`src/rtl/ltw_pkg.sv`:
```
package ltw_pkg;
   typedef enum logic [1:0] {
      ST_IDLE  = 2'd0,
      ST_LONG  = 2'd1,
      ST_SHORT = 2'd2
   } ltw_state_e;

   localparam int CORE_SRCS = 3;
endpackage

```
`src/rtl/ltw_prio.sv`:
```
module ltw_prio #(
   parameter int N = 3
) (
   input  logic [N-1:0] req,
   output logic [N-1:0] sel
);
   generate
      if (N < 1) begin : g_bad_n
         $error("ltw_prio: N must be at least 1");
      end
      for (genvar i = 0; i < N; i++) begin : g_bit
         if (i == 0) begin : g_top
            assign sel[i] = req[i];
         end else begin : g_rest
            assign sel[i] = req[i] & ~(|req[i-1:0]);
         end
      end
   endgenerate

   always_comb begin
      a_r5_sel_onehot : assert ($onehot0(sel));
   end
endmodule

```
`src/rtl/ltw_prog_timer.sv`:
```
module ltw_prog_timer #(
   parameter int MIN_CYC = 8
) (
   input  logic clk,
   input  logic rst_n,
   input  logic start,
   input  logic run,
   output logic early
);
   localparam int CW = (MIN_CYC > 2) ? $clog2(MIN_CYC) : 1;
   localparam logic [CW-1:0] SAT = CW'(MIN_CYC - 1);

   logic [CW-1:0] cnt;

   generate
      if (MIN_CYC < 2) begin : g_bad_min
         $error("ltw_prog_timer: MIN_CYC must be at least 2");
      end
   endgenerate

   always_ff @(posedge clk or negedge rst_n) begin
      if (!rst_n) begin
         cnt <= '0;
      end else if (start) begin
         cnt <= '0;
      end else if (run && cnt != SAT) begin
         cnt <= cnt + 1'b1;
      end
   end

   assign early = (cnt < SAT);

   a_r9_cnt_bound : assert property (@(posedge clk) disable iff (!rst_n)
      cnt <= SAT);
endmodule

```
`src/rtl/ltw_ctrl.sv`:
```
module ltw_ctrl #(
   parameter int ADDR_W       = 16,
   parameter int DATA_W       = 16,
   parameter int MIN_PROG_CYC = 8
) (
   input  logic              clk,
   input  logic              rst_n,
   input  logic              wr_req,
   input  logic [ADDR_W-1:0] wr_addr,
   input  logic [DATA_W-1:0] wr_data,
   input  logic              vpp_ok,
   input  logic              glob_dis,
   input  logic [2:0]        core_en,
   input  logic [2:0]        core_flag,
   input  logic              per_en,
   input  logic              per_flag,
   output logic              stall,
   output logic              mem_we,
   output logic [ADDR_W-1:0] mem_addr,
   output logic [DATA_W-1:0] mem_data,
   output logic              vec_req,
   output logic [2:0]        core_clr,
   output logic              abort_nop,
   output logic              underprog
);
   import ltw_pkg::*;

   localparam int NC = CORE_SRCS;

   generate
      if (ADDR_W < 1 || DATA_W < 1) begin : g_bad_width
         $error("ltw_ctrl: widths must be positive");
      end
   endgenerate

   ltw_state_e        state_q;
   logic [NC-1:0]     core_hit, core_sel;
   logic              per_hit, any_hit, early;
   logic              start_long;
   logic [ADDR_W-1:0] addr_q;
   logic [DATA_W-1:0] data_q;
   logic              vec_q, abort_q, under_q;
   logic [NC-1:0]     clr_q;

   assign core_hit   = core_en & core_flag;
   assign per_hit    = per_en & per_flag;
   assign any_hit    = (|core_hit) | per_hit;
   assign start_long = (state_q == ST_IDLE) && wr_req && !any_hit && vpp_ok;

   ltw_prio #(.N(NC)) u_prio (
      .req (core_hit),
      .sel (core_sel)
   );

   ltw_prog_timer #(.MIN_CYC(MIN_PROG_CYC)) u_timer (
      .clk   (clk),
      .rst_n (rst_n),
      .start (start_long),
      .run   (state_q == ST_LONG),
      .early (early)
   );

   always_ff @(posedge clk or negedge rst_n) begin
      if (!rst_n) begin
         state_q <= ST_IDLE;
         addr_q  <= '0;
         data_q  <= '0;
         vec_q   <= 1'b0;
         abort_q <= 1'b0;
         clr_q   <= '0;
         under_q <= 1'b0;
      end else begin
         vec_q   <= 1'b0;
         abort_q <= 1'b0;
         clr_q   <= '0;
         unique case (state_q)
            ST_IDLE: begin
               if (wr_req) begin
                  if (any_hit) begin
                     abort_q <= 1'b1;
                     clr_q   <= core_sel;
                  end else if (vpp_ok) begin
                     state_q <= ST_LONG;
                     addr_q  <= wr_addr;
                     data_q  <= wr_data;
                  end else begin
                     state_q <= ST_SHORT;
                  end
               end
            end
            ST_LONG: begin
               if (any_hit) begin
                  state_q <= ST_IDLE;
                  vec_q   <= !glob_dis;
                  clr_q   <= glob_dis ? core_sel : '0;
                  if (early) under_q <= 1'b1;
               end
            end
            ST_SHORT: state_q <= ST_IDLE;
            default:  state_q <= ST_IDLE;
         endcase
      end
   end

   assign stall     = (state_q != ST_IDLE);
   assign mem_we    = (state_q == ST_LONG);
   assign mem_addr  = addr_q;
   assign mem_data  = data_q;
   assign vec_req   = vec_q;
   assign core_clr  = clr_q;
   assign abort_nop = abort_q;
   assign underprog = under_q;

   a_r2_we_in_stall : assert property (@(posedge clk) disable iff (!rst_n)
      mem_we |-> stall);
   a_r2_hold_word : assert property (@(posedge clk) disable iff (!rst_n)
      (mem_we && $past(mem_we)) |-> ($stable(mem_addr) && $stable(mem_data)));
   a_r3_no_early_end : assert property (@(posedge clk) disable iff (!rst_n)
      (mem_we && !any_hit) |=> mem_we);
   a_r3_end_on_hit : assert property (@(posedge clk) disable iff (!rst_n)
      (mem_we && any_hit) |=> !stall);
   a_r4_vec_source : assert property (@(posedge clk) disable iff (!rst_n)
      vec_req |-> ($past(mem_we) && !$past(glob_dis)));
   a_r5_clr_onehot : assert property (@(posedge clk) disable iff (!rst_n)
      $onehot0(core_clr));
   a_r7_abort_no_stall : assert property (@(posedge clk) disable iff (!rst_n)
      abort_nop |-> (!stall && !vec_req));
   a_r8_short_one : assert property (@(posedge clk) disable iff (!rst_n)
      (stall && !mem_we) |=> !stall);
   a_r9_sticky : assert property (@(posedge clk) disable iff (!rst_n)
      underprog |=> underprog);
endmodule

```
`config.mk`:
```
export PLATFORM = sky130hd
export DESIGN_NAME = ltw_ctrl
export DESIGN_NICKNAME = d
export VERILOG_FILES = /design/src/rtl/ltw_pkg.sv /design/src/rtl/ltw_prio.sv /design/src/rtl/ltw_prog_timer.sv /design/src/rtl/ltw_ctrl.sv
export SDC_FILE = /design/constraint.sdc
export NUM_CORES = 1
export LEC_CHECK = 0
export BUFFER_PORTS_ARGS = -buffer_cell sky130_fd_sc_hd__buf_2
export CORE_MARGIN = 2
export CORE_UTILIZATION = 49
export CTS_CLUSTER_DIAMETER = 40
export DETAILED_ROUTE_END_ITERATION = 8
export PLACE_DENSITY = 0.79
export SYNTH_ARGS = -nofsm -noshare
export SYNTH_HDL_FRONTEND = slang
export SYNTH_SLANG_ARGS = --single-unit
export TNS_END_PERCENT = 100
```
`constraint.sdc`:
```
create_clock -name clk -period 2.6 [get_ports clk]
set_input_delay 0.78 -clock clk [delete_from_list [all_inputs] [get_ports clk]]
set_output_delay 0.78 -clock clk [all_outputs]
set_load 0.02 [all_outputs]
```
; ---- Word level (Yosys, flattened, before mapping)
; Cells that the tools add are included.
[classes]
n_addsub = 1
order_cmp = 1
eq_ne = 5
n_mux = 17
n_bitwise = 8
reduce_logical = 14
[op_table]
columns = cell, count
row1 = 3-bit two-way mux, 6
row2 = 2-bit two-way mux, 4
row3 = "2-bit != test, second input constant", 3
row4 = 3-bit case mux with 2 select lines, 1
row5 = 3-bit AND reduction, 2
row6 = 1-bit two-way mux, 5
row7 = 1-bit logical AND, 4
row8 = 2-bit case mux with 2 select lines, 1
row9 = 4-bit AND reduction, 1
row10 = 2-bit nonzero test, 2
row11 = "3-bit by 1-bit adder with 3-bit output, second input constant", 1
row12 = 1-bit AND, 3
row13 = 3-bit AND, 1
row14 = "3-bit < comparator, second input constant", 1
row15 = "3-bit != test, second input constant", 1
row16 = 1-bit inverter, 3
row17 = 3-bit OR reduction, 1
row18 = "2-bit by 1-bit == test with 1-bit output, second input constant", 1
row19 = 1-bit zero test, 2
row20 = 2-bit zero test, 1
row21 = 2-bit OR reduction, 1
row22 = 1-bit OR, 1
[word_totals]
reg_bits = 43
out_inout_bits = 40
elab_cells = 54

; ---- Logic depth before layout (Yosys ltp)
; Gate-level depths: netlist of the first run.
[depth]
word_depth = 7
depth_mapped = 5
depth_no_buf = 5

; ---- Hierarchy
; A second synthesis of the first run with hierarchy kept.
[hier_totals]
hier_cells = 119
hier_area_um2 = 1888.1
[by_module_without_submodules]
columns = mod, instances, cells_per_inst, area_per_inst_um2, seq_area_each_um2
row1 = ltw_ctrl, 1, 100, 1672.9, 1001.0
row2 = ltw_prog_timer, 1, 16, 188.9, 75.1
row3 = ltw_prio, 1, 3, 26.3, 0.0

; ---- Worst setup path before layout of the first run
; No wires, ideal clock.
[synth_path]
path_type = input-to-reg
start = input port core_en[2]
end = register addr_q[15] (netlist: mem_addr[15])
t_arrival_ns = 1.972
required_ns = 2.475
slack_ns = 0.503
cell_stages = 5
n_path_buf = 2
cell_sequence = a22o_1 -> or3_1 -> buf_6 -> buf_6 -> mux2_4
[synth_via]
elab_chain_cells = 5
[synth_lines]
columns = element, line
row1 = "start, declared", ltw_ctrl.sv:13  ; input logic [2:0] core_en,
row2 = 3-bit AND, ltw_ctrl.sv:45  ; assign core_hit = core_en & core_flag;
row3 = 3-bit OR reduction, ltw_ctrl.sv:47  ; assign any_hit = (|core_hit) | per_hit;
row4 = 1-bit OR, ltw_ctrl.sv:47
row5 = 1-bit inverter (no source line), -
row6 = 4-bit AND reduction (no source line), -
row7 = "end signal, assigned", ltw_ctrl.sv:84  ; addr_q <= wr_addr;
row8 = "end, declared", ltw_ctrl.sv:40  ; logic [ADDR_W-1:0] addr_q;
; No other way between the ends.
; A chain may end at the register's enable or synchronous reset.

; ---- Worst setup path after layout of the first run
[layout_path]
start = register state_q[1]
end = output port mem_we
[layout_via]
elab_chain_cells = 1
[layout_lines]
columns = element, line
row1 = "start, declared", ltw_ctrl.sv:36  ; ltw_state_e state_q;
row2 = "start signal, assigned", ltw_ctrl.sv:65  ; state_q <= ST_IDLE;
row3 = "start signal, assigned", ltw_ctrl.sv:83  ; state_q <= ST_LONG;
row4 = "start signal, assigned", ltw_ctrl.sv:87  ; state_q <= ST_SHORT;
row5 = 2-bit by 1-bit == test with 1-bit output, ltw_ctrl.sv:106  ; assign mem_we = (state_q == ST_LONG);
row6 = "end, declared", ltw_ctrl.sv:18  ; output logic mem_we,
; No other way between the ends.

==> results of run 1 <==
layer usage:
layer / up-vias / track usage [%] / wire length, µm
li1: 591 / - / -
met1: 571 / 21.3 / 1490
met2: 61 / 26.0 / 1510
met3: 4 / 4.28 / 264
met4: 0 / 8.59 / 51
met5: - / 0 / 0
critical path: cells and delay by family, from the launching register on:
family                 cells  cell delay [ps]
buffers and inverters      2              330
AND/OR/NAND/NOR            1              230
flip-flops                 1              430
area by class of cell:
cell class                      instances  share of cell area [%]
Multi-Input combinational cell         68                    29.0
Tap cell                               48                    2.53
Timing Repair Buffer                   87                    19.2
Sequential cell                        43                    45.4
Clock inverter                          2                   0.528
Inverter                                2                   0.317
Clock buffer                            6                    3.06
cells by family after synthesis:
logic type | count (synthesis) | synth area share [%]
and+or+nand+nor | 20 | 5.67
adders and majority gates | 2 | 1.37
AOI/OAI and AO/OA | 13 | 4.71
DFF | 43 | 58.7
xor gates and xnor gates | 1 | 0.478
muxes | 32 | 25.2
buffers and inverters | 6 | 3.83
flip-flops by register name, summed over array words and instances (netlist names):
signal / flops
abort_nop: 1
core_clr: 3
mem_addr: 16
mem_data: 16
state_q: 2
u_timer.cnt: 3
underprog: 1
vec_req: 1
stage by stage:
step | power (µW) | setup WS [ps] | cell area [µm²] | instances | util (%)
3_5_place_dp | 1670 | 268 | 2290 | 248 | 62.9
5_1_grt | 2170 | 466 | 2370 | 256 | 65.3
2_1_floorplan | 1420 | 503 | 1830 | 117 | -
3_3_place_gp | 1660 | 301 | 2290 | 248 | 62.9
6_report | 2060 | 548 | 2370 | 256 | 65.3
4_1_cts | 2080 | 540 | 2370 | 256 | 65.3
power groups by stage:
stage	clock, µW	sequential (µW)	combinational, µW
2_1_floorplan	0	1150	277
3_3_place_gp	0	956	699
3_5_place_dp	0	954	718
4_1_cts	414	946	717
5_1_grt	447	970	757
6_report	403	944	709
worst paths after layout:
check	startpoint	to	slack, ps	cells past startpoint
worst min-delay path	rst_n	u_timer.cnt[0]	330	1
worst max register to register	state_q[1]	mem_addr[10]	840	4
worst min register to register	mem_addr[14]	mem_addr[14]	510	1
worst max-delay path	state_q[1]	mem_we	550	3
min in group clk	mem_addr[14]	mem_addr[14]	510	1
max in group asynchronous	rst_n	mem_data[14]	1780	2
cells in the mapped netlist:
library cell and n:
inv_1 2, nor2_1 3, buf_6 2, and2_1 1, nor3_1 2, nand4bb_1 1, nand2b_1 1, mux2_4 27
mux2_2 5, o211ai_1 1, dfrtp_1 43, ha_1 2, a21boi_0 2, or3_1 1, a21oi_1 4, o21ai_0 2
nand4_1 1, nand2_1 6, xor2_1 1, nor3b_1 1, a31o_2 1, a22o_1 2, nand3_1 2, buf_12 2
or2_2 1, a211oi_1 1
placed cells by master (no fill, tap or decap):
cell        count
a211oi_1        1
a21boi_0        2
a21oi_1         4
a22o_1          2
a31o_2          1
and2_1          1
buf_12          1
buf_2          84
buf_4           2
clkbuf_1        1
clkbuf_8        5
clkinv_2        1
clkinvlp_4      1
dfrtp_1        43
ha_1            2
inv_1           2
mux2_2          5
mux2_4         27
nand2_1         6
nand2b_1        1
nand3_1         2
nand4_1         1
nand4bb_1       1
nor2_1          3
nor3_1          2
nor3b_1         1
o211ai_1        1
o21ai_0         2
or2_2           1
or3_2           1
xor2_1          1
==> impl_metrics.csv, run 1 <==
group,metric,value,unit
run_status,outcome,"complete, no violations",
placement,dp_hpwl,2.50,mm
min_path,min_path_type,"in2async",
grt,grt_max_degree,36,
power,p_switching,675,µW
power,power.share.clock,19.6,%
floorplanning,core,3630,µm²
final_layout,seq_area,1080,µm²
power,p_per_area,867,nW/µm²
timing,fin_worst_skew,5.57,ps
setup_path,cpMaxStageDelayCell,"dfrtp_1",
logic_synthesis,netlist_area,1830,µm²
logic_synthesis,synth_nets,164,
logic_synthesis,seq_area_frac_synth,58.7,%
logic_synthesis,ys_seq_elements,43,
floorplanning,fp.dieH,65.1,µm
setup_path,cp-start-kind,"register",
power,p_sw_share,32.8,%
final_layout,diodes,0,
clocking,cts.hold.buffers_added,0,
route,routedWlPerCell,13.0,µm
floorplanning,dieWidth,65.1,µm
timing,hold_viol_final,0,
logic_synthesis,ys_warn_count,0,
power,combPwrFrac,34.5,%
final_layout,areaGrowthSynthToFinish,29.4,%
clocking,cts_setup_buffers,0,
power,p_leak,0.00131,µW
timing,finalCritPeriodShare,78.9,%
setup_path,crit_required,1820,ps
placement,port_buffers,84,
run,max_cap_viol_count,0,
power,seqPwrFrac,45.9,%
route,via_per_inst,4.79,
setup_path,cp-end-kind,"output pin",
timing,setup_viol,0,
timing,fin_crit,2050,ps
floorplanning,dieArea,4240,µm²
placement,place_congestion,0.799,
floorplanning,ios,85,
route,firstDrtPassIters,4,
timing,maxSlewViolCount,0,
timing,worst_pin_slew,442,ps
clocking,cts_inserted_buffers,5,
final_layout,multiInputGateArea,687,µm²
setup_path,cpPeakStageDelay,430,ps
clocking,cts_resized,0,
clocking,cts_sinks,43,
final_layout,drive_above_1_share,62.0,%
clocking,cts_tree,"built",
route,vias,1227,
timing,hold-worst-slack,332,ps
logic_synthesis,syn_area_per_cell,15.7,µm²
timing,finalSetupTns,0,ps
grt,grt_pass1_wl,5.27,mm
logic_synthesis,netlist_instances,117,
floorplanning,rows,22,
grt,grt_usage,16.6,%
timing,fmax,487,MHz
setup_path,cp_data_arrival_time,1270,ps
clocking,clkLatencyLatePin,290,ps
logic_synthesis,yosys.area.top_type,"dfrtp_1",
final_layout,nFillCells,282,
timing,rsz0062_at_grt,"no",
route,drt-total-wl,3.32,mm
clocking,root_buffer,"clkbuf_8",
setup_path,crit_type,"reg2out",
grt,grt_overflow_total,0,
power,irDropWorstVdd,0.506,mV
timing,max_slew_margin,70.4,%
setup_path,crit_chain,"nand2b_1 -> inv_1 -> buf_2",
logic_synthesis,synth.top_cell.area_share,58.7,%
floorplanning,start_util,50.4,%
clocking,clk_pin_slew_worst_paths,80,ps
route,drc_errors,0,
grt,antenna_found_initial,0,
setup_path,path_max_fanout,6,
final_layout,nNetsFinal,254,
route,ant_nets,0,
grt,grt_pass1_vias,1152,
clocking,h-tree-depth,2,
logic_synthesis,synthTopCellsByArea,"dfrtp_1 (59%), mux2_4 (22%), mux2_2 (3.1%), buf_12 (2.2%), ha_1 (1.4%)",
logic_synthesis,synth.distinct_cells,26,
clocking,clockBufferDepth,2,
route,drtIter0Drc,66,
power,p_int,1380,µW
Note: power is estimated with default switching activity, not from simulation.
==> run 2, diff against run 1 <==
CORE_UTILIZATION = 46   (was 49)
PLACE_DENSITY = 0.75   (was 0.79)
clock period = 2.1 ns   (was 2.6 ns; I/O delays follow)
==> impl_metrics.csv, run 2 (synthesis results as in run 1) <==
group,metric,value,unit
timing,hold_viol_final,0,
floorplanning,dieWidth,67.1,µm
timing,finalCritPeriodShare,91.8,%
clocking,h-tree-depth,2,
clocking,cts_sinks,43,
floorplanning,start_util,48.9,%
grt,grt_usage,17.8,%
power,seqPwrFrac,45.0,%
route,drc_errors,0,
timing,hold-worst-slack,270,ps
placement,dpl.cell_count,250,
route,vias,1301,
final_layout,areaGrowthSynthToFinish,30.7,%
final_layout,drive_above_1_share,62.9,%
placement,place_congestion,0.742,
floorplanning,ios,85,
final_layout,instances_no_fill,258,
route,ant_nets,0,
route,firstDrtPassIters,4,
route,via_per_inst,5.04,
setup_path,path_max_fanout,6,
timing,fin_worst_skew,3.20,ps
timing,setup_viol,0,
timing,maxSlewViolCount,0,
grt,grt_max_degree,26,
grt,grt_pass1_wl,5.87,mm
power,power.share.clock,20.4,%
route,routedWlPerCell,14.5,µm
route,drtIter0Drc,101,
setup_path,cp-end-kind,"output pin",
final_layout,diodes,0,
clocking,clk_pin_slew_worst_paths,80,ps
clocking,cts_setup_buffers,0,
clocking,cts_resized,0,
timing,fmax,519,MHz
power,irDropWorstVdd,0.585,mV
power,p_switching,886,µW
clocking,cts.hold.buffers_added,0,
clocking,root_buffer,"clkbuf_8",
final_layout,final_common_cell,"buf_2",
power,p_int,1720,µW
placement,port_buffers,84,
timing,finalSetupTns,0,ps
setup_path,crit_type,"reg2out",
setup_path,cpMaxStageDelayCell,"dfrtp_1",
timing,finalWorstSetupSlack,173,ps
clocking,clockBufferDepth,2,
setup_path,cp-start-kind,"register",
run_status,outcome,"complete, no violations",
floorplanning,dieArea,4500,µm²
grt,antenna_found_initial,0,
power,combPwrFrac,34.5,%
final_layout,layout_common_cells,"buf_2 (84), dfrtp_1 (43), mux2_4 (27)",
setup_path,cpPeakStageDelay,440,ps
setup_path,crit_required,1470,ps
route,drt-total-wl,3.73,mm
setup_path,crit_chain,"nand2b_1 -> inv_1 -> buf_2",
timing,max_slew_margin,69.7,%
floorplanning,rows,22,
clocking,cts_inserted_buffers,5,
grt,grt_overflow_total,0,
floorplanning,fp.dieH,67.1,µm
timing,rsz0062_at_grt,"no",
floorplanning,core,3740,µm²
power,p_per_area,1090,nW/µm²
grt,grt_pass1_vias,1289,
power,p_leak,0.00132,µW
final_layout,nNetsFinal,256,
power,power,2610,µW
clocking,clkLatencyLatePin,300,ps
clocking,cts_tree,"built",
placement,dp_slack,-37.2,ps
run,max_cap_viol_count,0,
min_path,min_path_type,"in2async",
setup_path,cp_data_arrival_time,1300,ps
power,p_sw_share,34.0,%
timing,fin_crit,1930,ps
timing,worst_pin_slew,455,ps
## run 2: cell count changes in the layout (fill, tap and decap cells not counted)
cell | before | now
inv_6 | 0 | 1
clkinv_2 | 1 | 0
clkbuf_1 | 1 | 0
buf_4 | 2 | 4
clkinvlp_4 | 1 | 2
## run 2: final cells by class
class	instances	area, µm²
clock buffers	5	68.8
clock inverters	3	23.8
fillers	287	1350
inverters	2	7.51
multi-input cells	68	687
flip-flops and latches	43	1080
well taps	48	60.1
repair buffers	89	470
## run 2: path summary, 6_finish.rpt
| kind | from | to | slack [ps] | depth (start not counted) |
|---|---|---|---|---|
| worst max-delay path | state_q[1] | mem_we | 170 | 3 |
| worst min-delay path | rst_n | mem_data[1] | 270 | 1 |
| worst max register to register | state_q[1] | mem_addr[2] | 300 | 4 |
| worst min register to register | underprog | underprog | 470 | 1 |
| max in group asynchronous | rst_n | mem_data[3] | 1180 | 2 |
| min in group clk | underprog | underprog | 470 | 1 |
## run 2: critical path: cells and delay by family (launching register included)
kind | cells | cell delay (ps)
DFF | 1 | 440
buffers and inverters | 2 | 320
and+or+nand+nor | 1 | 230
## run 2: power groups by stage
stage                     Clock (µW)  Combinational, µW  Sequential [µW]
after floorplan                    0                343             1420
final                            533                899             1170
after global placement             0                874             1170
after global routing             588                963             1200
after detailed placement           0                908             1190
after CTS                        550                913             1180
## run 2: metrics by stage
step / utilization [%] / area, µm²
2_1_floorplan: - / 1830
3_3_place_gp: 61.5 / 2300
3_5_place_dp: 61.5 / 2300
4_1_cts: 63.9 / 2390
5_1_grt: 63.9 / 2390
6_report: 63.9 / 2390
## run 2: routing by layer
metal / vias up / GRT usage (%) / part of all wire (%)
met3: 7 / 4.56 / 6.7
met5: - / 0 / 0
met2: 53 / 30.8 / 51
met4: 0 / 7.65 / 1.7
li1: 597 / - / -
met1: 644 / 20.8 / 40
